<file path="src/rtl/mrs_pkg.sv">
package mrs_pkg;

  typedef enum logic [1:0] {
    PIN_LOW     = 2'd0,
    PIN_HIGH    = 2'd1,
    PIN_CLOCKED = 2'd2
  } pin_state_e;

  // Rate decision per device variant; 1 selects the 2.048 MHz family.
  function automatic logic rate_lookup(input logic variant, input pin_state_e st);
    logic r;
    if (!variant) r = (st != PIN_LOW);
    else          r = (st == PIN_LOW);
    return r;
  endfunction

endpackage

</file>
<file path="src/rtl/mrs_activity.sv">
module mrs_activity
  import mrs_pkg::*;
#(
  parameter int WIN         = 64,
  parameter int SYNC_STAGES = 2
) (
  input  logic       clk,
  input  logic       rst,
  input  logic       pin_async,
  output logic       pin_sync,
  output pin_state_e state
);

  localparam int WW = (WIN > 1) ? $clog2(WIN) : 1;

  logic [SYNC_STAGES-1:0] chain;

  // synchroniser stages built one flop per stage
  for (genvar g = 0; g < SYNC_STAGES; g++) begin : g_sync
    if (g == 0) begin : g_first
      always_ff @(posedge clk) begin
        if (rst) chain[0] <= 1'b0;
        else     chain[0] <= pin_async;
      end
    end else begin : g_next
      always_ff @(posedge clk) begin
        if (rst) chain[g] <= 1'b0;
        else     chain[g] <= chain[g-1];
      end
    end
  end

  assign pin_sync = chain[SYNC_STAGES-1];

  logic          last_lvl;
  logic          edge_hit;
  logic [1:0]    edge_cnt;
  logic [1:0]    edge_next;
  logic [WW-1:0] win_cnt;
  logic          win_end;

  assign edge_hit = pin_sync ^ last_lvl;
  assign win_end  = (win_cnt == WW'(WIN - 1));

  always_comb begin
    edge_next = edge_cnt;
    if (edge_hit && (edge_cnt != 2'd2)) edge_next = edge_cnt + 2'd1;
  end

  always_ff @(posedge clk) begin
    if (rst) begin
      last_lvl <= 1'b0;
      edge_cnt <= 2'd0;
      win_cnt  <= '0;
      state    <= PIN_LOW;
    end else begin
      last_lvl <= pin_sync;
      if (win_end) begin
        win_cnt  <= '0;
        edge_cnt <= 2'd0;
        if (edge_next == 2'd2) state <= PIN_CLOCKED;
        else if (pin_sync)     state <= PIN_HIGH;
        else                   state <= PIN_LOW;
      end else begin
        win_cnt  <= win_cnt + 1'b1;
        edge_cnt <= edge_next;
      end
    end
  end

endmodule

</file>
<file path="src/rtl/mrs_mode_reg.sv">
module mrs_mode_reg
  import mrs_pkg::*;
#(
  parameter bit VARIANT = 1'b0
) (
  input  logic       clk,
  input  logic       rst,
  input  logic       frame_sync,
  input  pin_state_e state,
  output logic       rate_2048,
  output logic       route_pin
);

  logic rate_pend;
  logic route_pend;

  always_comb begin
    rate_pend  = rate_lookup(VARIANT, state);
    route_pend = (state == PIN_CLOCKED);
  end

  always_ff @(posedge clk) begin
    if (rst) begin
      rate_2048 <= rate_lookup(VARIANT, PIN_LOW);
      route_pin <= 1'b0;
    end else if (frame_sync) begin
      rate_2048 <= rate_pend;
      route_pin <= route_pend;
    end
  end

endmodule

</file>
<file path="src/rtl/mrs_frame_div.sv">
module mrs_frame_div #(
  parameter int FRAME_MAX   = 256,
  parameter int T1_SKIP_IDX = 192,
  parameter int HI_PHASES   = 4,
  parameter int HI_KEEP     = 3
) (
  input  logic clk,
  input  logic rst,
  input  logic frame_sync,
  input  logic rate_2048,
  output logic clk_en
);

  localparam int IW = $clog2(FRAME_MAX);
  localparam int PW = (HI_PHASES > 1) ? $clog2(HI_PHASES) : 1;

  logic [IW-1:0] fcnt;
  logic [IW-1:0] idx;
  logic          gate_hi;
  logic          gate_lo;

  always_comb begin
    idx     = frame_sync ? '0 : fcnt;
    gate_hi = (idx[PW-1:0] < PW'(HI_KEEP));
    gate_lo = (idx != IW'(T1_SKIP_IDX));
  end

  always_ff @(posedge clk) begin
    if (rst) begin
      fcnt   <= '0;
      clk_en <= 1'b0;
    end else begin
      fcnt   <= (idx == IW'(FRAME_MAX - 1)) ? '0 : idx + 1'b1;
      clk_en <= rate_2048 ? gate_hi : gate_lo;
    end
  end

endmodule

</file>
<file path="src/rtl/mclk_rate_sel.sv">
module mclk_rate_sel
  import mrs_pkg::*;
#(
  parameter bit VARIANT     = 1'b0,
  parameter int WIN         = 64,
  parameter int SYNC_STAGES = 2,
  parameter int FRAME_MAX   = 256,
  parameter int T1_SKIP_IDX = 192,
  parameter int HI_PHASES   = 4,
  parameter int HI_KEEP     = 3
) (
  input  logic       clk,
  input  logic       rst,
  input  logic       sel_pin,
  input  logic       frame_sync,
  input  logic       bclk_tx,
  output logic [1:0] pin_state,
  output logic       rate_2048,
  output logic       rx_from_pin,
  output logic       rx_bclk,
  output logic       clk_en
);

  pin_state_e st;
  logic       pin_s;

  mrs_activity #(
    .WIN         (WIN),
    .SYNC_STAGES (SYNC_STAGES)
  ) u_act (
    .clk       (clk),
    .rst       (rst),
    .pin_async (sel_pin),
    .pin_sync  (pin_s),
    .state     (st)
  );

  assign pin_state = st;

  mrs_mode_reg #(
    .VARIANT (VARIANT)
  ) u_mode (
    .clk        (clk),
    .rst        (rst),
    .frame_sync (frame_sync),
    .state      (st),
    .rate_2048  (rate_2048),
    .route_pin  (rx_from_pin)
  );

  mrs_frame_div #(
    .FRAME_MAX   (FRAME_MAX),
    .T1_SKIP_IDX (T1_SKIP_IDX),
    .HI_PHASES   (HI_PHASES),
    .HI_KEEP     (HI_KEEP)
  ) u_div (
    .clk        (clk),
    .rst        (rst),
    .frame_sync (frame_sync),
    .rate_2048  (rate_2048),
    .clk_en     (clk_en)
  );

  always_ff @(posedge clk) begin
    if (rst) rx_bclk <= 1'b0;
    else     rx_bclk <= rx_from_pin ? pin_s : bclk_tx;
  end

endmodule

</file>
<file path="config.mk">
export PLATFORM = sky130hd
export DESIGN_NAME = mclk_rate_sel
export DESIGN_NICKNAME = d
export VERILOG_FILES = /design/src/rtl/mrs_pkg.sv /design/src/rtl/mrs_activity.sv /design/src/rtl/mrs_mode_reg.sv /design/src/rtl/mrs_frame_div.sv /design/src/rtl/mclk_rate_sel.sv
export SDC_FILE = /design/constraint.sdc
export NUM_CORES = 1
export LEC_CHECK = 0
export ABC_AREA = 1
export ABC_CLOCK_PERIOD_IN_PS = 1600
export CAP_MARGIN = 20
export CORE_MARGIN = 1.5
export CORE_UTILIZATION = 54
export DETAILED_ROUTE_END_ITERATION = 16
export GPL_ROUTABILITY_DRIVEN = 1
export PLACE_DENSITY_LB_ADDON = 0.25
export REMOVE_ABC_BUFFERS = 1
export SETUP_SLACK_MARGIN = 0.3
export SYNTH_ARGS = -nofsm -noshare
export SYNTH_HDL_FRONTEND = slang
export SYNTH_SLANG_ARGS = --single-unit
</file>
<file path="constraint.sdc">
create_clock -name clk -period 1.6 [get_ports clk]
set_input_delay 0.16 -clock clk [delete_from_list [all_inputs] [get_ports clk]]
set_output_delay 0.16 -clock clk [all_outputs]
set_load 0.01 [all_outputs]
</file>
==> results of run 1 <==
-- where the power goes --
group / leakage, µW / switching, µW / internal, µW
clock: 0.0000139 / 193 / 95.6
sequential: 0.000206 / 12.1 / 645
combinational: 0.000361 / 52.8 / 39.3
total: 0.000581 / 258 / 780
-- critical path: stages (launching register included) --
cell and delay [ns]:
dfxtp_2 0.36, ha_1 0.15, nand2_1 0.08, inv_2 0.08, nand3_1 0.09, nor2_2 0.16
o21ai_0 0.08, a21oi_1 0.13
-- Yosys cell counts (all sizes together) --
cell type / number / area (µm²)
a21oi: 6 / 33.8
nand4: 4 / 25.0
o21ai: 6 / 30.0
nor3b: 1 / 7.51
dfxtp: 25 / 500
nand3: 12 / 77.6
nor2: 22 / 111
a211oi: 1 / 7.51
nor3: 4 / 20.0
o21bai: 1 / 7.51
inv: 22 / 85.1
and2: 1 / 8.76
nand2: 30 / 133
ha: 3 / 37.5
-- sequential cells by signal (all words and copies together) (netlist names), 2 cells and up --
name	flops
u_act.edge_cnt	2
u_act.win_cnt	6
u_act.state	2
u_div.fcnt	8
-- area by class of cell --
cell class	instances	area, µm²	share of cell area
clock buffer	3	22.5	0.0176
clock inverter	1	7.51	0.00588
inverter	22	85.1	0.0666
multi-input combinational	91	504	0.395
sequential	25	507	0.397
tap	27	33.8	0.0264
timing repair buffer	13	118	0.0921
-- metrics by stage --
| step | hold slack, ns | area, µm² |
|---|---|---|
| 6_report | 0.305 | 1280 |
| 5_1_grt | 0.307 | 1280 |
| 4_1_cts | 0.332 | 1270 |
| 3_5_place_dp | 0.403 | 1230 |
| 3_3_place_gp | 0.395 | 1230 |
| 2_1_floorplan | 0.231 | 1080 |
-- cell families after synthesis --
family | after synthesis | synth area share
DFF | 25 | 0.461
AOI/OAI and AO/OA | 14 | 0.0727
and+or+nand+nor | 74 | 0.353
buffers and inverters | 22 | 0.0784
adders and majority gates | 3 | 0.0346
-- layer usage --
layer,vias to the layer above,GRT usage,routed length [µm]
met5,-,0,0
met4,0,0.103,45
met3,6,0.0340,34
met2,6,0.320,998
met1,397,0.205,801
li1,476,-,-
-- worst min path at each step --
stage	from	to	slack, ns	cells after the start
floorplan	rst	u_act.chain[0]	0.23	1
global placement	u_act.chain[0]	u_act.pin_sync	0.39	2
detailed placement	u_act.chain[0]	u_act.pin_sync	0.40	2
CTS	sel_pin	u_act.chain[0]	0.33	3
global route	frame_sync	u_div.fcnt[0]	0.31	3
finish	frame_sync	u_div.fcnt[0]	0.30	3
-- what timing repair did --
| item | in CTS | in global routing |
|---|---|---|
| pin swaps | 0 | 1 |
| gates resized for setup | 8 | 7 |
| buffers inserted | 1 | 0 |
| setup endpoints to repair | 6 | 10 |
==> metrics.cfg, run 1 <==
[outcome]
status = finished clean

[sta]
final-setup-viol-count = 0
tns_ns = 0
maxSlewViolCount = 0
worst_slew_pin_slew_ns = 0.312
finalHoldViolations = 0
period_share = 0.758
max_slew_margin = 0.792
layout_setup_ws_ns = 0.387
rsz0062_at_grt = true
fin_skew_ns = 0.0106
max_freq_mhz = 824
finalCriticalPeriod_ns = 1.21

[setup_path]
reg2reg_to = u_act.state[1]
crit_end = u_act.state[1]
required_ns = 1.86
cp-end-kind = register
crit_start = u_act.win_cnt[1]
crit_type = register to register
crit_path_start_kind = register
reg2reg_depth = 7
critPathMaxFanout = 3
r2r-start = u_act.win_cnt[1]
r2r_slack_ns = 0.39
arrival_ns = 1.47

[clock_tree]
clkLatencyLatePin_ns = 0.32
cts_tree = built
path_clk_slew_ns = 0.14
htree_levels = 1
clockBufferDepth = 2
cts_num_sinks = 25
cts_root_buf = clkbuf_4
cts_inserted_buffers = 3
cts_hold_buf = 0

[floorplan]
fp-row-count = 16
start_util = 0.564
die_w_um = 47.8
die_height_um = 47.8
die-area_um2 = 2290
core_um2 = 1920
num_io_pins = 11

[drt]
drc_errors = 0
postRouteAntennaNets = 0
wl_per_cell_um = 10.3
vias = 885
finalWirelength_mm = 1.88
drtIter0Drc = 16
vias_per_cell = 4.86
dr.pass1.iters = 4

[power_and_ir_drop]
power_uw = 1040
p_per_area_nw_per_um2 = 812
peakVddDrop_mv = 0.548
leakage_uw = 0.000581

[global_route]
first_global_vias = 729
grt-ovfl-total = 0
antenna_found_initial = 0
grt_first_pass_wirelength_mm = 2.92
grt_max_degree = 16
globalRouteTotalUtil = 0.182

[cells_and_area]
layout_common_cells = nand2_1 (25), inv_1 (20), dfxtp_1 (20)
drive_gt1_frac = 0.181
layout_commonest_cell = nand2_1
final_cell_count_no_fill = 182
syn2layout_area_growth_pct = 17.8
num-nets-final = 164
nFillCells = 173
diodes = 0
final_core_util = 0.665

[yosys]
avgSynthCellArea_um2 = 7.86
synthCells = 138
syn_area_um2 = 1080
yosys_warnings = 0
synth-seq-cells = 25
ys_seq_area_frac = 0.461
synthDistinctLibCells = 23

[placed_design]
place_congestion = 0.790
dpl.hpwl_mm = 1.50
place_inst = 177
portBuffers = 10
pre_cts_ws_ns = 0.0385

[worst_hold_path]
hold_path.class = input port to register

[run]
cap_violations = 0

No activity file was read; power rests on OpenSTA's default activity.
==> run 2, diff against run 1 <==
--- a/config.mk
+++ b/config.mk
@@ -6,7 +6,7 @@
 export NUM_CORES = 1
 export LEC_CHECK = 0
 export ABC_AREA = 1
-export ABC_CLOCK_PERIOD_IN_PS = 1600
+export ABC_CLOCK_PERIOD_IN_PS = 1200
 export CAP_MARGIN = 20
 export CORE_MARGIN = 1.5
 export CORE_UTILIZATION = 54
==> constraint.sdc (replaced) <==
create_clock -name clk -period 1.2 [get_ports clk]
set_input_delay 0.12 -clock clk [delete_from_list [all_inputs] [get_ports clk]]
set_output_delay 0.12 -clock clk [all_outputs]
set_load 0.01 [all_outputs]
==> metrics.cfg, run 2 (synthesis results as in run 1) <==
[floorplan]
core_um2 = 1920  ; unchanged
start_util = 0.564  ; unchanged
fp-row-count = 16  ; unchanged
die_w_um = 47.8  ; unchanged
die-area_um2 = 2290  ; unchanged
num_io_pins = 11  ; unchanged
die_height_um = 47.8  ; unchanged

[setup_path]
crit_path_cell_trace = inv_2 -> ha_4 -> inv_2 -> nand4_1 -> nand2_1 -> nand2_2 -> nand3_2 -> nand2_1
reg2reg_depth = 8  ; +1
r2r-start = u_act.edge_cnt[0]
reg2reg_to = u_act.state[0]
r2r_slack_ns = 0.001  ; -0.39 ns
crit_type = register to register
critPathMaxFanout = 2  ; -1
cp.buffers_inverters = 2  ; +1
required_ns = 1.43  ; -0.43 ns
arrival_ns = 1.43  ; -0.04 ns
slowest_stage = dfxtp_2
critPathTopFamily = simple AND/OR/NAND/NOR gates
cp-end-kind = register
crit_path_start_kind = register
critPathMaxStageDelay_ns = 0.36  ; about the same

[placed_design]
pre_cts_ws_ns = -0.322  ; -0.361 ns
portBuffers = 10  ; unchanged
place_congestion = 0.823  ; +4.2%
place_inst = 187  ; +5.6%
dpl.hpwl_mm = 1.60  ; +6.8%

[drt]
vias_per_cell = 5.05  ; +3.8%
drc_errors = 0  ; unchanged
vias = 1035  ; +17%
drtIter0Drc = 16  ; unchanged
finalWirelength_mm = 2.80  ; +49%
postRouteAntennaNets = 0  ; unchanged
wl_per_cell_um = 13.7  ; +32%
dr.pass1.iters = 4  ; unchanged

[power_and_ir_drop]
peakVddDrop_mv = 0.965  ; +76%
comb_power_share = 0.143  ; +0.054
seqPwrFrac = 0.605  ; -0.028
leakage_uw = 0.000710  ; +22%
clkPwrFrac = 0.252  ; -0.026
p_sw_uw = 369  ; +43%
p_per_area_nw_per_um2 = 905  ; +11%
swShare = 0.252  ; +0.00375
internal-power_uw = 1090  ; +40%

[cells_and_area]
syn2layout_area_growth_pct = 48.9
top_regs = u_div.fcnt (8), u_act.win_cnt (6)
num-nets-final = 187  ; +14%
drive_gt1_frac = 0.528  ; +0.347
layout_common_cells = buf_4 (24), nand2_1 (20), dfxtp_1 (15)
final_cell_count_no_fill = 205  ; +13%
nFillCells = 116  ; -33%
largest_reg_flops = 8  ; unchanged
top_register = u_div.fcnt
diodes = 0  ; unchanged
final_core_util = 0.840  ; +0.176
layout_commonest_cell = buf_4

[sta]
finalCriticalPeriod_ns = 1.20  ; -0.0145 ns
max_freq_mhz = 834  ; +1.2%
rsz0062_at_grt = true
max_slew_margin = 0.837  ; +0.0456
maxSlewViolCount = 0  ; unchanged
tns_ns = 0  ; unchanged
worst_slew_pin_slew_ns = 0.243  ; -0.0693 ns
layout_setup_ws_ns = 0.00134  ; -0.386 ns
period_share = 0.999  ; +0.241
fin_skew_ns = 0.00750  ; -0.00312 ns
final-setup-viol-count = 0  ; unchanged
finalHoldViolations = 0  ; unchanged

[clock_tree]
cts_num_sinks = 25  ; unchanged
path_clk_slew_ns = 0.13  ; about the same
cts_root_buf = clkbuf_4
cts_tree = built
clkLatencyLatePin_ns = 0.31  ; about the same
clockBufferDepth = 2  ; unchanged
cts_inserted_buffers = 3  ; unchanged
htree_levels = 1  ; unchanged

[worst_hold_path]
holdPathStages = 3  ; unchanged
min_to = u_act.chain[0]
hold_path.class = input port to register
min-delay-start = sel_pin

[run]
cap_violations = 0  ; unchanged

[outcome]
status = finished clean

[global_route]
antenna_found_initial = 0  ; unchanged
grt_first_pass_wirelength_mm = 3.35  ; +15%
grt_max_degree = 14  ; -2
globalRouteTotalUtil = 0.218  ; +0.0362
first_global_vias = 850  ; +17%
grt-ovfl-total = 0  ; unchanged

-- run 2: through the flow --
step | power [µW] | area [µm²] | hold WS (ns)
after floorplan | 967 | 1080 | 0.191
after CTS | 1420 | 1470 | 0.327
after global routing | 1510 | 1620 | 0.333
after global placement | 1030 | 1310 | 0.392
final | 1460 | 1620 | 0.320
after detailed placement | 1040 | 1310 | 0.401
-- run 2: worst min-delay path: cells and delay by family --
kind,cells,cell delay [ns]
buffers and inverters,2,0.45
AND/OR/NAND/NOR,1,0.03
-- run 2: final cells by class --
type / instances / area (µm²) / area share
Sequential cell: 25 / 513 / 0.318
Clock buffer: 4 / 26.3 / 0.0163
Multi-Input combinational cell: 91 / 656 / 0.406
Timing Repair Buffer: 36 / 297 / 0.184
Tap cell: 27 / 33.8 / 0.0209
Inverter: 22 / 90.1 / 0.0558
-- run 2: repair_timing --
action                                 in CTS  in global routing
setup endpoints to repair                  27                 25
gates resized for setup                    61                 28
gates cloned                                0                  0
setup buffers                               7                  7
endpoints found under the hold margin       0                  0
hold buffers                                0                  0
pin swaps                                   9                 10
-- run 2: worst max path at each step --
stage,start,depth (start not counted),slack [ns],end
after floorplan,u_act.edge_cnt[0],8,0.09,u_act.state[0]
after global placement,frame_sync,7,-0.26,u_div.clk_en
after detailed placement,frame_sync,7,-0.32,u_div.fcnt[5]
after CTS,u_act.win_cnt[0],7,0.07,u_act.state[1]
after global routing,u_act.edge_cnt[0],7,-0.05,u_act.state[1]
final,u_act.edge_cnt[0],8,0.001,u_act.state[0]
-- run 2: power groups by stage --
stage | registers [µW] | clock network [µW] | logic (µW)
4_1_cts | 881 | 367 | 169
2_1_floorplan | 894 | 0 | 73.3
5_1_grt | 887 | 400 | 226
3_3_place_gp | 891 | 0 | 143
3_5_place_dp | 892 | 0 | 149
6_report | 884 | 369 | 209
-- run 2: layer usage --
metal,up-vias,global-route usage,share of wire
met1,498,0.207,0.40
li1,521,-,-
met3,6,0.0377,0.015
met5,-,0,0
met4,0,0.135,0.025
met2,10,0.424,0.56
